<file path="src/rtl/irqc_pkg.sv">
package irqc_pkg;
    localparam int BANK_W    = 32;
    localparam int NUM_BANKS = 3;
    localparam int NUM_SRC   = BANK_W * NUM_BANKS;
    localparam int IDX_W     = $clog2(NUM_SRC);
    localparam int ADDR_W    = 8;
    localparam int NMI_W     = 2;

    localparam logic [ADDR_W-1:0] A_VECTOR = 8'h00;
    localparam logic [ADDR_W-1:0] A_PROT   = 8'h08;
    localparam logic [ADDR_W-1:0] A_TYPE   = 8'h0C;
    localparam logic [ADDR_W-1:0] A_PEND   = 8'h10;
    localparam logic [ADDR_W-1:0] A_ENA    = 8'h40;
    localparam logic [ADDR_W-1:0] A_MASK   = 8'h50;

    typedef logic [NUM_BANKS-1:0][BANK_W-1:0] bankvec_t;

    typedef struct packed {
        bankvec_t         pend;
        bankvec_t         ena;
        bankvec_t         mask;
        logic             prot;
        logic [NMI_W-1:0] ntype;
    } state_t;
endpackage

</file>
<file path="src/rtl/irqc_bank.sv">
// Next-state and qualification logic for one bank of sources.
module irqc_bank #(
    parameter int W = 32
) (
    input  logic [W-1:0] pend_q,
    input  logic [W-1:0] ena_q,
    input  logic [W-1:0] mask_q,
    input  logic [W-1:0] src,
    input  logic [W-1:0] wdata,
    input  logic         wr_pend,
    input  logic         wr_ena,
    input  logic         wr_mask,
    output logic [W-1:0] pend_d,
    output logic [W-1:0] ena_d,
    output logic [W-1:0] mask_d,
    output logic [W-1:0] live
);
    logic [W-1:0] clr;

    always_comb begin
        clr    = wr_pend ? wdata : '0;
        // a level still present wins over a write-one clear
        pend_d = (pend_q & ~clr) | src;
        ena_d  = wr_ena  ? wdata : ena_q;
        mask_d = wr_mask ? wdata : mask_q;
        live   = pend_q & ena_q & ~mask_q;
    end
endmodule

</file>
<file path="src/rtl/irqc_pick.sv">
// Lowest-index finder over a request vector.
module irqc_pick #(
    parameter int N     = 96,
    parameter int IDX_W = $clog2(N)
) (
    input  logic [N-1:0]     req,
    output logic             found,
    output logic [IDX_W-1:0] idx
);
    always_comb begin
        found = 1'b0;
        idx   = '0;
        for (int i = N - 1; i >= 0; i--) begin
            if (req[i]) begin
                found = 1'b1;
                idx   = IDX_W'(i);
            end
        end
    end
endmodule

</file>
<file path="src/rtl/irqc_top.sv">
module irqc_top
    import irqc_pkg::*;
(
    input  logic               clk,
    input  logic               rst_n,
    input  logic [ADDR_W-1:0]  bus_addr,
    input  logic               bus_we,
    input  logic [BANK_W-1:0]  bus_wdata,
    output logic [BANK_W-1:0]  bus_rdata,
    input  logic [NUM_SRC-1:0] src_in,
    output logic               irq_o
);
    state_t st_q, st_d;

    bankvec_t pend_n, ena_n, mask_n, live;
    logic [NUM_BANKS-1:0] wr_pend, wr_ena, wr_mask;
    logic [NUM_SRC-1:0]   live_flat;
    logic                 win_found;
    logic [IDX_W-1:0]     win_idx;

    for (genvar b = 0; b < NUM_BANKS; b++) begin : g_bank
        assign wr_pend[b] = bus_we && (bus_addr == A_PEND + ADDR_W'(4 * b));
        assign wr_ena[b]  = bus_we && (bus_addr == A_ENA  + ADDR_W'(4 * b));
        assign wr_mask[b] = bus_we && (bus_addr == A_MASK + ADDR_W'(4 * b));

        irqc_bank #(.W(BANK_W)) u_bank (
            .pend_q  (st_q.pend[b]),
            .ena_q   (st_q.ena[b]),
            .mask_q  (st_q.mask[b]),
            .src     (src_in[b*BANK_W +: BANK_W]),
            .wdata   (bus_wdata),
            .wr_pend (wr_pend[b]),
            .wr_ena  (wr_ena[b]),
            .wr_mask (wr_mask[b]),
            .pend_d  (pend_n[b]),
            .ena_d   (ena_n[b]),
            .mask_d  (mask_n[b]),
            .live    (live[b])
        );
    end

    assign live_flat = live;

    irqc_pick #(.N(NUM_SRC), .IDX_W(IDX_W)) u_pick (
        .req   (live_flat),
        .found (win_found),
        .idx   (win_idx)
    );

    assign irq_o = win_found;

    always_comb begin
        st_d      = st_q;
        st_d.pend = pend_n;
        st_d.ena  = ena_n;
        st_d.mask = mask_n;
        if (bus_we && bus_addr == A_PROT) st_d.prot  = bus_wdata[0];
        if (bus_we && bus_addr == A_TYPE) st_d.ntype = bus_wdata[NMI_W-1:0];
    end

    always_ff @(posedge clk) begin
        if (!rst_n) st_q <= '0;
        else        st_q <= st_d;
    end

    always_comb begin
        bus_rdata = '0;
        if (bus_addr == A_VECTOR && win_found) bus_rdata = BANK_W'({win_idx, 2'b00});
        if (bus_addr == A_PROT) bus_rdata[0] = st_q.prot;
        if (bus_addr == A_TYPE) bus_rdata[NMI_W-1:0] = st_q.ntype;
        for (int b = 0; b < NUM_BANKS; b++) begin
            if (bus_addr == A_PEND + ADDR_W'(4 * b)) bus_rdata = st_q.pend[b];
            if (bus_addr == A_ENA  + ADDR_W'(4 * b)) bus_rdata = st_q.ena[b];
            if (bus_addr == A_MASK + ADDR_W'(4 * b)) bus_rdata = st_q.mask[b];
        end
    end
endmodule

</file>
<file path="config.mk">
export PLATFORM = sky130hd
export DESIGN_NAME = irqc_top
export DESIGN_NICKNAME = d
export VERILOG_FILES = /design/src/rtl/irqc_pkg.sv /design/src/rtl/irqc_bank.sv /design/src/rtl/irqc_pick.sv /design/src/rtl/irqc_top.sv
export SDC_FILE = /design/constraint.sdc
export NUM_CORES = 1
export LEC_CHECK = 0
export BUFFER_PORTS_ARGS = -buffer_cell sky130_fd_sc_hd__buf_2
export CAP_MARGIN = 5
export CORE_AREA = 5 5 240 149
export DETAILED_ROUTE_END_ITERATION = 12
export DIE_AREA = 0 0 245 154
export GPL_ROUTABILITY_DRIVEN = 0
export PLACE_DENSITY = 0.66
export SLEW_MARGIN = 20
export SYNTH_ARGS = -nofsm -noshare
export SYNTH_HDL_FRONTEND = slang
export SYNTH_SLANG_ARGS = --single-unit
</file>
<file path="constraint.sdc">
create_clock -name clk -period 3 [get_ports clk]
set_input_delay 0.6 -clock clk [delete_from_list [all_inputs] [get_ports clk]]
set_output_delay 0.6 -clock clk [all_outputs]
set_load 0.005 [all_outputs]
</file>
# == Word level (Yosys, flattened, before mapping) ==
# Cells that the tools add are included.
# totals
output_inout_bits,33
reg_bits,291
in_bits,139
word_cells,260
# classes
n_eq_ne,11
bitwise_logic,18
reduce_logical,13
muxes,207
# ops
cell,n
$mux W7,96
$mux W32,12
$and A32 B32 Y32,9
$not A32 Y32,6
$mux W1,97
$or A32 B32 Y32,3
$eq A8 B7 Y1 const B,6
$eq A8 B5 Y1 const B,3
$eq A8 B4 Y1 const B,2
$logic_and A1 B1 Y1,12
$mux W9,1
$logic_not A8 Y1,1
$mux W2,1

# == Depth between registers and ports, before layout ==
# Gate-level depths: netlist (run 1).
# logic_depth
word_depth,111
ltp_mapped,10
ltp_nobuf,8

# == Modules after synthesis ==
# A second synthesis (run 1) with hierarchy kept.
# hier_totals
hier_cells,1979
area_unflattened_um2,17165.2
# by_module_without_submodules
mod,instances,cells_each,seq_area_each_um2,area_each_um2
irqc_top,1,1145,5825.6,10811.6
irqc_bank,3,203,0.0,1704.1
irqc_pick,1,225,0.0,1241.2

# == Worst setup path after synthesis (run 1) ==
# Ideal clock, no wire load.
# synth_path
kind,in2out
start,input port bus_addr[4]
end,output port bus_rdata[19]
n_path_buf,4
stages,8
setup_slack_ns,0.070
arrival_time_ns,2.330
required_ns,2.400
path_cell_list,buf_2 > nor4b_2 > and2_0 > clkbuf_1 > clkbuf_1 > clkbuf_1 > a221oi_1 > nand4_1
# synth_between
elab_chain_len,10
word_cells_on_any_way,18
classes_between,eq/ne: 9; mux: 9
# synth_rtl
element,line,text
from (decl),irqc_top.sv:6,"input logic [ADDR_W-1:0] bus_addr,"
$eq A8 B5 Y1,irqc_top.sv:72,if (bus_addr == A_PEND + ADDR_W'(4 * b)) bus_rdata = st_q.pend[b];
$mux W32,irqc_top.sv:72,
$mux W32,irqc_top.sv:73,if (bus_addr == A_ENA + ADDR_W'(4 * b)) bus_rdata = st_q.ena[b];
$mux W32,irqc_top.sv:74,if (bus_addr == A_MASK + ADDR_W'(4 * b)) bus_rdata = st_q.mask[b];
$mux W32,irqc_top.sv:72,
$mux W32,irqc_top.sv:73,
$mux W32,irqc_top.sv:74,
$mux W32,irqc_top.sv:72,
$mux W32,irqc_top.sv:73,
$mux W32 (*),irqc_top.sv:74,
to (decl),irqc_top.sv:9,"output logic [BANK_W-1:0] bus_rdata,"
# Mark *: on every way between the ends. The rest lies on a longest branch, timed or not.

# == Worst setup path after layout (run 1) ==
# layout_path
start,register st_q[66] (netlist name)
end,output port bus_rdata[2]
# layout_between
elab_chain_len,77
word_cells_on_any_way,141
classes_between,mux: 138; bitwise: 2; reduce/logical: 1
# layout_rtl
element,line,text
from (decl),irqc_top.sv:13,"state_t st_q, st_d;"
from (signal assigned),irqc_top.sv:63,else st_q <= st_d;
$not A32 Y32 (*),irqc_bank.sv:26,live = pend_q & ena_q & ~mask_q;
$and A32 B32 Y32 (*),irqc_bank.sv:26,
$mux W1 (64 in a row),irqc_pick.sv:14,if (req[i]) begin
$logic_and A1 B1 Y1,irqc_top.sv:68,"if (bus_addr == A_VECTOR && win_found) bus_rdata = BANK_W'({win_idx, 2'b00});"
$mux W9 (*),irqc_top.sv:68,
$mux W32 (*),irqc_top.sv:72,
$mux W32 (*),irqc_top.sv:73,
$mux W32 (*),irqc_top.sv:74,
$mux W32 (*),irqc_top.sv:72,
$mux W32 (*),irqc_top.sv:73,
$mux W32 (*),irqc_top.sv:74,
$mux W32 (*),irqc_top.sv:72,
$mux W32 (*),irqc_top.sv:73,
$mux W32 (*),irqc_top.sv:74,
# Marks and branches as above.

==> impl_metrics.ini, run 1 <==
[synth]
ys.warnings.count = 0
syn_inst = 1924
synthesis.area_um2 = 14700
postSynthAreaPerCell_um2 = 7.642
ys_ff_latch = 291
synth-edff-count = 0
synth_top_cell_by_area = dfxtp_1
ys_top_cells_by_count = nand2_1, dfxtp_1, a21boi_0, clkbuf_1, a21oi_1
synth_area_leaders = dfxtp_1, nand2_1, a21boi_0
syn-num-nets = 2063
yosysMostFrequentCell = nand2_1
async_reset_ff_share_pct = 0
yosysSeqAreaShare_pct = 39.62
yosys.cell_types.count = 67
synth-main-ff-cell = dfxtp_1
yosys.area.top_type_share_pct = 39.62

[routing]
wire_per_inst_um = 23.27
vias = 15940
viasPerCell = 6.026
drt_wl_total_mm = 61.55
ant_nets = 0
drt_first_pass_iters = 9
drc = 0
drt_iter0_drc = 1908

[timing]
worst_pin_slew_ns = 0.6534
finalCritPeriodShare_pct = 119.1
fin_setup_tns_ns = -4.078
fmax_ghz = 0.2798
layout_setup_ws_ns = -0.5735
slew_headroom_pct = 56.44
skew_ns = 0
maxSlewViolCount = 0
layout_min_cycle_time_ns = 3.573
rsz0062_at_grt = yes
hold_viol = 0
finalSetupViolations = 9

[floorplan]
die_y_um = 154
design.die.area_um2 = 37730
die_w_um = 245
num_rows = 52
start_util_pct = 44.31
ioPinCount = 172
core_area_um2 = 33180

[finish]
final_layout_size_suffix_gt1_share_pct = 23.36
largest-register = st_q
diodes = 0
regArea_um2 = 5834
largest_register_ffs = 291
syn_to_final_growth_pct = 29.11
largestRegisters = st_q x291
finalNetCount = 2329
multi_input_comb_area_um2 = 8615
nFillCells = 2997

[global_routing]
grt_overflow = 0
antenna_found_initial = 0
grt_pass1_wl_mm = 89.10
grt_pass1_vias = 14910
grt_max_degree = 92
groute.usage.overall_pct = 30.00

[status]
status = complete, but fails checks
failed_checks = setup timing

[critical_path]
critPathKind = flop to primary output
cp.arrival_ns = 2.97
crit_family = simple AND/OR/NAND/NOR gates
required_ns = 2.40
endpoint_kind = primary output
worst_setup_path_start_kind = flop
max_stage_delay_ns = 0.56
cp_cell_sequence = and3b_2 > or4_4 > nor3_4 > nand4_4 > nor4_4 > nor4_2 > a211o_1 > buf_2
cpMaxStageDelayCell = or4_4
critPathMaxFanout = 3
worst-path-buf-inv = 1

[worst_hold_path]
worstHoldPathType = input port to flop

[power]
p_per_area_nw_per_um2 = 452.0
ir_drop_uv = 460.9
total_leakage_power_nw = 7.413

[clocking]
clk_pin_slew_ns = 0.07
hold_buffers = 0
clk_latency_ns = 0.58
clockBufferDepth = 3
ctsHtreeMaxLevel = 1
cts.sinks = 291
cts_tree = yes
root_buffer = clkbuf_16
numCtsBuffers = 29

[placed_design]
dp_slack_ns = -0.1756
hpwlAfterDp_mm = 41.62
portBuffers = 171

[run]
drv_cap = 0
cell type report:
class | count | share of cell area [%]
clock inverters | 15 | 0.9952
inverters | 7 | 0.1384
flip-flops and latches | 291 | 30.73
clock buffers | 39 | 4.442
multi-input cells | 1475 | 45.38
repair buffers | 386 | 15.47
well taps | 432 | 2.847
worst paths after layout:
| kind | slack, ns | end | start | depth (start not counted) |
|---|---|---|---|---|
| setup reg to reg | 2.18 | st_q[211]$_SDFF_PN0_ | st_q[211]$_SDFF_PN0_ | 3 |
| hold reg to reg | 0.48 | st_q[28]$_SDFFE_PN0P_ | st_q[28]$_SDFFE_PN0P_ | 2 |
| hold / removal | 0.24 | st_q[229]$_SDFF_PN0_ | src_in[34] | 3 |
| setup / recovery | -0.57 | bus_rdata[2] | st_q[66]$_SDFFE_PN0P_ | 8 |
power breakdown:
group	leakage, nW	switching (mW)	internal, mW
clock	0.514	1.67	2.32
sequential	2.38	0.0971	3.96
combinational	4.52	0.285	0.256
total	7.41	2.05	6.53
routing by layer:
metal	share of wire (%)	global-route usage, %	vias up	routed length (µm)
met3	13	8.570	167	8060
met5	0	0.5115	-	0
met2	40	43.21	1064	24770
met1	43	43.89	7491	26570
li1	-	-	7216	-
met4	3.5	7.982	0	2141
what timing repair did:
action,CTS,global route
resized for setup,48,78
gates cloned,1,6
pin swaps,22,36
endpoints found under the setup margin,16,30
buffers inserted,10,14
hold endpoints to repair,0,0
through the flow:
step                area, µm²  power, mW  util, %  instances  hold slack (ns)
finish                  18980      8.581    57.21       2645           0.2395
global route            18980      8.801    57.21       2645           0.2431
CTS                     18400      8.566    55.46       2626           0.2273
detailed placement      17100      4.635    51.52       2561           0.4670
global placement        17100      4.622    51.52       2561           0.4602
floorplan               14700      4.349        -       1924           0.4425
layout by cell type (no fill, tap or decap), types with 5 or more instances in the layout:
cell / Yosys / layout
nand3_1: 21 / 21
nor2b_1: 102 / 102
buf_6: 0 / 17
buf_8: 0 / 5
o22ai_1: 9 / 9
inv_1: 7 / 6
nand2b_1: 11 / 11
a21boi_0: 194 / 194
buf_4: 0 / 174
nor3_1: 12 / 11
o21ai_0: 29 / 20
o21ai_2: 0 / 5
a221oi_1: 27 / 18
dfxtp_1: 291 / 286
o211ai_1: 6 / 6
and3b_1: 16 / 13
a222oi_1: 8 / 8
o21ai_1: 1 / 5
a221oi_2: 0 / 9
nand2_1: 577 / 576
and3b_2: 3 / 6
a21oi_1: 127 / 121
buf_12: 0 / 19
nor2_1: 42 / 42
buf_2: 12 / 165
a21oi_2: 0 / 6
clkbuf_8: 0 / 8
and2_4: 0 / 5
a31oi_1: 7 / 7
clkbuf_16: 0 / 34
nand4_1: 30 / 30
and2_1: 14 / 11
and3_1: 12 / 9
a22oi_1: 54 / 52
a22o_1: 16 / 16
nand3b_1: 77 / 77
nor4_1: 10 / 5
nor4_2: 2 / 5
clkinv_2: 0 / 7
cell families (layout without fill, tap and decap cells):
kind of cell	after synthesis	in the layout	synth area share, %
muxes	1	1	0.06808
buffers and inverters	158	447	4.136
and+or+nand+nor	960	960	32.02
AOI/OAI and AO/OA	514	514	24.16
DFF	291	291	39.62
worst min-delay path, cell delays in order:
cell	delay [ns]
buf_2	0.07
a21oi_1	0.03
nor2b_1	0.08
(Power assumes the default switching activity.)
==> run 2: changes to the inputs <==
--- a/config.mk
+++ b/config.mk
@@ -7,11 +7,10 @@
 export LEC_CHECK = 0
 export BUFFER_PORTS_ARGS = -buffer_cell sky130_fd_sc_hd__buf_2
 export CAP_MARGIN = 5
-export CORE_AREA = 5 5 240 149
+export CORE_AREA = 5 5 264 163
 export DETAILED_ROUTE_END_ITERATION = 12
-export DIE_AREA = 0 0 245 154
+export DIE_AREA = 0 0 269 168
 export GPL_ROUTABILITY_DRIVEN = 0
-export PLACE_DENSITY = 0.66
 export SLEW_MARGIN = 20
 export SYNTH_ARGS = -nofsm -noshare
 export SYNTH_HDL_FRONTEND = slang
==> impl_metrics.ini, run 2 (synthesis results as in run 1) <==
[status]
status = complete, but fails checks
failed_checks = setup timing

[finish]
diodes = 0
nFillCells = 3919
final_cell_mix = nand2_1, dfxtp_1, a21boi_0
syn_to_final_growth_pct = 27.60
largest_register_ffs = 291
largest-register = st_q
layout_commonest_cell = nand2_1
largestRegisters = st_q x291
finalNetCount = 2328
final_layout_size_suffix_gt1_share_pct = 22.76

[worst_hold_path]
worstHoldPathType = input port to flop

[clocking]
numCtsBuffers = 29
cts.sinks = 291
cts_tree = yes
root_buffer = clkbuf_16
clockBufferDepth = 3
ctsHtreeMaxLevel = 1
hold_buffers = 0
clk_latency_ns = 0.58
clk_pin_slew_ns = 0.06

[critical_path]
cp_cell_sequence = nand3b_1 > nor2b_1 > nor3b_2 > buf_4 > nor4bb_2 > buf_4 > nand2_4 > nand4b_1 > a211o_1 > buf_2
max_stage_delay_ns = 0.35
cpMaxStageDelayCell = a211o_1
critPathKind = flop to primary output
critPathMaxFanout = 2
crit_family = simple AND/OR/NAND/NOR gates
worst-path-buf-inv = 3
crit_path_frequent_cell = buf_4
endpoint_kind = primary output
cp.arrival_ns = 2.96
required_ns = 2.40
worst_setup_path_start_kind = flop

[floorplan]
design.die.area_um2 = 45190
start_util_pct = 36.69
die_w_um = 269
ioPinCount = 172
num_rows = 57
core_area_um2 = 40080
die_y_um = 168

[routing]
ant_nets = 0
drt_first_pass_iters = 6
wire_per_inst_um = 22.58
drc = 0
drt_iter0_drc = 1809
viasPerCell = 5.761
vias = 15790
drt_wl_total_mm = 61.91

[global_routing]
antenna_found_initial = 0
grt_overflow = 0
grt_max_degree = 80
groute.usage.overall_pct = 26.01
grt_pass1_wl_mm = 91.29
grt_pass1_vias = 15050

[timing]
slew_headroom_pct = 58.52
rsz0062_at_grt = yes
layout_setup_ws_ns = -0.5632
fmax_ghz = 0.2806
hold_viol = 0
finalCritPeriodShare_pct = 118.8
worst_pin_slew_ns = 0.6157
layout_min_cycle_time_ns = 3.563
finalSetupViolations = 8
fin_setup_tns_ns = -3.736
maxSlewViolCount = 0
skew_ns = 0

[placed_design]
hpwlAfterDp_mm = 43.81
dp_slack_ns = -0.1975
portBuffers = 171

[run]
drv_cap = 0

[power]
total_power_mw = 8.301
p_per_area_nw_per_um2 = 442.4
total_leakage_power_nw = 7.264
ir_drop_uv = 371.9
[run 2: cell types whose count changed in the layout (fill, tap and decap cells not counted), moves of 4 or more]
cell / change
clkbuf_16: -5
buf_4: +9
buf_12: -6
a21oi_2: -4
dfxtp_2: +4
clkbuf_1: +7
o21ai_2: -5
[run 2: worst paths after layout]
path / end / slack [ns] / cells past startpoint / from
max: bus_rdata[2] / -0.56 / 10 / st_q[13]$_SDFFE_PN0P_
min: st_q[223]$_SDFF_PN0_ / 0.24 / 3 / src_in[28]
max reg2reg: st_q[211]$_SDFF_PN0_ / 2.19 / 3 / st_q[211]$_SDFF_PN0_
min reg2reg: st_q[34]$_SDFFE_PN0P_ / 0.47 / 2 / st_q[34]$_SDFFE_PN0P_
[run 2: timing repair]
action	in CTS	in global routing
setup endpoints to repair	21	29
gates resized for setup	63	42
setup buffers	12	4
pin swaps	28	13
cloned	0	1
[run 2: power breakdown]
part           internal [mW]  switching (mW)  total (mW)
Sequential              3.96          0.0931        4.05
Clock                   2.10            1.61        3.71
Combinational          0.252           0.285       0.538
Total                   6.31            1.99        8.30
[run 2: per-stage QoR]
stage	hold WS [ns]	std cells	utilization [%]	area, µm²
floorplan	0.4425	1924	-	14700
global placement	0.4491	2676	43.23	17330
detailed placement	0.4571	2676	43.23	17330
CTS	0.2238	2738	46.35	18580
global route	0.2259	2741	46.81	18760
finish	0.2413	2741	46.81	18760
[run 2: final cells by class]
type                            count  area (µm²)  area share (%)
Clock buffer                       44       842.1           4.488
Clock inverter                      8       97.59          0.5201
Inverter                            7       26.28          0.1400
Multi-Input combinational cell   1476        8577           45.71
Sequential cell                   291        5836           31.10
Tap cell                          531       664.4           3.541
Timing Repair Buffer              384        2720           14.50
[run 2: per-layer routing]
layer / track usage, % / routed length (µm) / up-vias
li1: - / - / 7210
met1: 37.68 / 27030 / 7520
met2: 37.69 / 25310 / 928
met3: 7.600 / 7758 / 134
met4: 7.084 / 1810 / 0
met5: 0 / 0 / -
[run 2: worst register-to-register path, stage by stage, from the launching register on]
cell and delay (ns):
dfxtp_1 0.40, buf_4 0.17, a21oi_1 0.06, nor2b_1 0.12
==> run 3: changes to the inputs <==
--- a/config.mk
+++ b/config.mk
@@ -7,10 +7,11 @@
 export LEC_CHECK = 0
 export BUFFER_PORTS_ARGS = -buffer_cell sky130_fd_sc_hd__buf_2
 export CAP_MARGIN = 5
-export CORE_AREA = 5 5 264 163
+export CORE_AREA = 5 5 222 138
 export DETAILED_ROUTE_END_ITERATION = 12
-export DIE_AREA = 0 0 269 168
+export DIE_AREA = 0 0 227 143
 export GPL_ROUTABILITY_DRIVEN = 0
+export PLACE_DENSITY = 0.75
 export SLEW_MARGIN = 20
 export SYNTH_ARGS = -nofsm -noshare
 export SYNTH_HDL_FRONTEND = slang
==> impl_metrics.ini, run 3 (synthesis results as in run 1) <==
[finish]
fin_util_pct = 65.44
multi_input_comb_area_um2 = 8621
nFillCells = 2329
finalNetCount = 2329
largestRegisters = st_q x291
stdcell_area_um2 = 18510
largest-register = st_q
syn_to_final_growth_pct = 25.89
diodes = 0
largest_register_ffs = 291
final_layout_size_suffix_gt1_share_pct = 23.35
regArea_um2 = 5836
final_cell_mix = nand2_1, dfxtp_1, a21boi_0, buf_4, buf_2
final_cells = 2585
layout_commonest_cell = nand2_1

[timing]
rsz0062_at_grt = yes
hold_viol = 0
slew_headroom_pct = 57.86
layout_setup_ws_ns = -0.5034
worst_pin_slew_ns = 0.6322
fmax_ghz = 0.2854
skew_ns = 0
maxSlewViolCount = 0
whs_ns = 0.2678
layout_min_cycle_time_ns = 3.503
finalSetupViolations = 8
finalCritPeriodShare_pct = 116.8

[clocking]
clockBufferDepth = 3
cts.sinks = 291
root_buffer = clkbuf_16
hold_buffers = 0
clk_pin_slew_ns = 0.07
clk_latency_ns = 0.56
cts_tree = yes
ctsHtreeMaxLevel = 1
numCtsBuffers = 27

[floorplan]
design.die.area_um2 = 32460
die_w_um = 227
core_area_um2 = 28290
die_y_um = 143
start_util_pct = 51.98
num_rows = 48
ioPinCount = 172

[power]
ir_drop_uv = 453.4
p_per_area_nw_per_um2 = 437.8
total_leakage_power_nw = 7.260
total_power_mw = 8.103

[routing]
viasPerCell = 6.262
drt_wl_total_mm = 57.77
ant_nets = 0
drc = 0
vias = 16190
drt_iter0_drc = 2702
wire_per_inst_um = 22.35
drt_first_pass_iters = 9

[placed_design]
placed_area_um2 = 17030
portBuffers = 171
hpwlAfterDp_mm = 40.76
post-place-cells = 2516

[global_routing]
grt_pass1_wl_mm = 86.62
grt_max_degree = 90
grt_pass1_vias = 15170
antenna_found_initial = 0
groute.usage.overall_pct = 33.90
grt_overflow = 0

[critical_path]
critPathKind = flop to primary output
startpoint = st_q[7]$_SDFFE_PN0P_
r2r_cells = 3
reg2reg_slack_ns = 2.17
setup.worst_path.end = bus_rdata[2]
critPathMaxFanout = 3
worst_setup_path_start_kind = flop
rr_startpoint = st_q[223]$_SDFF_PN0_
cp.arrival_ns = 2.90
required_ns = 2.40
endpoint_kind = primary output
worstReg2RegEnd = st_q[223]$_SDFF_PN0_

[worst_hold_path]
worstHoldPathType = input port to flop

[status]
status = complete, but fails checks
failed_checks = setup timing

[run]
drv_cap = 0
run 3: critical path, stage by stage (launching register included):
cell and delay [ns]:
dfxtp_2 0.32, nand3b_1 0.22, nand4_1 0.28, nor4_4 0.35, buf_4 0.18, nand3_4 0.08, nor4_4 0.36, nor4_2 0.09
a211o_1 0.32, buf_2 0.13
run 3: how the worst min path moves through the flow:
stage	from	end	slack (ns)	cells after the start
finish	src_in[27]	st_q[222]$_SDFF_PN0_	0.27	3
global route	src_in[68]	st_q[263]$_SDFF_PN0_	0.27	3
CTS	src_in[68]	st_q[263]$_SDFF_PN0_	0.26	3
detailed placement	st_q[34]$_SDFFE_PN0P_	st_q[34]$_SDFFE_PN0P_	0.46	2
global placement	st_q[34]$_SDFFE_PN0P_	st_q[34]$_SDFFE_PN0P_	0.45	2
floorplan	st_q[10]$_SDFFE_PN0P_	st_q[10]$_SDFFE_PN0P_	0.44	2
run 3: layout make-up:
type | instances | area share, %
clock buffer | 43 | 4.515
clock inverter | 6 | 0.2974
multi-input combinational | 1475 | 46.57
sequential | 291 | 31.53
timing repair buffer | 388 | 14.41
tap | 375 | 2.535
inverter | 7 | 0.1419
run 3: what timing repair did:
item                                    CTS  global route
endpoints found under the hold margin     0             0
cloned                                    0             0
endpoints found under the setup margin   25            32
pin swaps                                26            25
resized for setup                        52            57
buffers inserted                         11            11
run 3: layer usage:
metal  track usage (%)  up-vias  wire length [µm]  part of all wire [%]
met1             49.68     7594             23700                    41
met2             48.82     1175             23600                    41
li1                  -     7216                 -                     -
met4             9.686        0              1938                   3.4
met5                 0        -                 0                     0
met3             9.513      203              8529                    15
run 3: report_power, final:
| part | switching (mW) | internal (mW) | total [mW] |
|---|---|---|---|
| Clock | 1.53 | 1.99 | 3.52 |
| Sequential | 0.0964 | 3.96 | 4.06 |
| Combinational | 0.282 | 0.248 | 0.529 |
run 3: per-stage QoR:
step | setup slack [ns] | setup TNS (ns)
6_report | -0.5034 | -3.523
5_1_grt | -0.5534 | -4.266
4_1_cts | -0.4401 | -3.174
3_5_place_dp | -0.2189 | -2.017
3_3_place_gp | -0.1748 | -1.170
2_1_floorplan | 0.06986 | 0
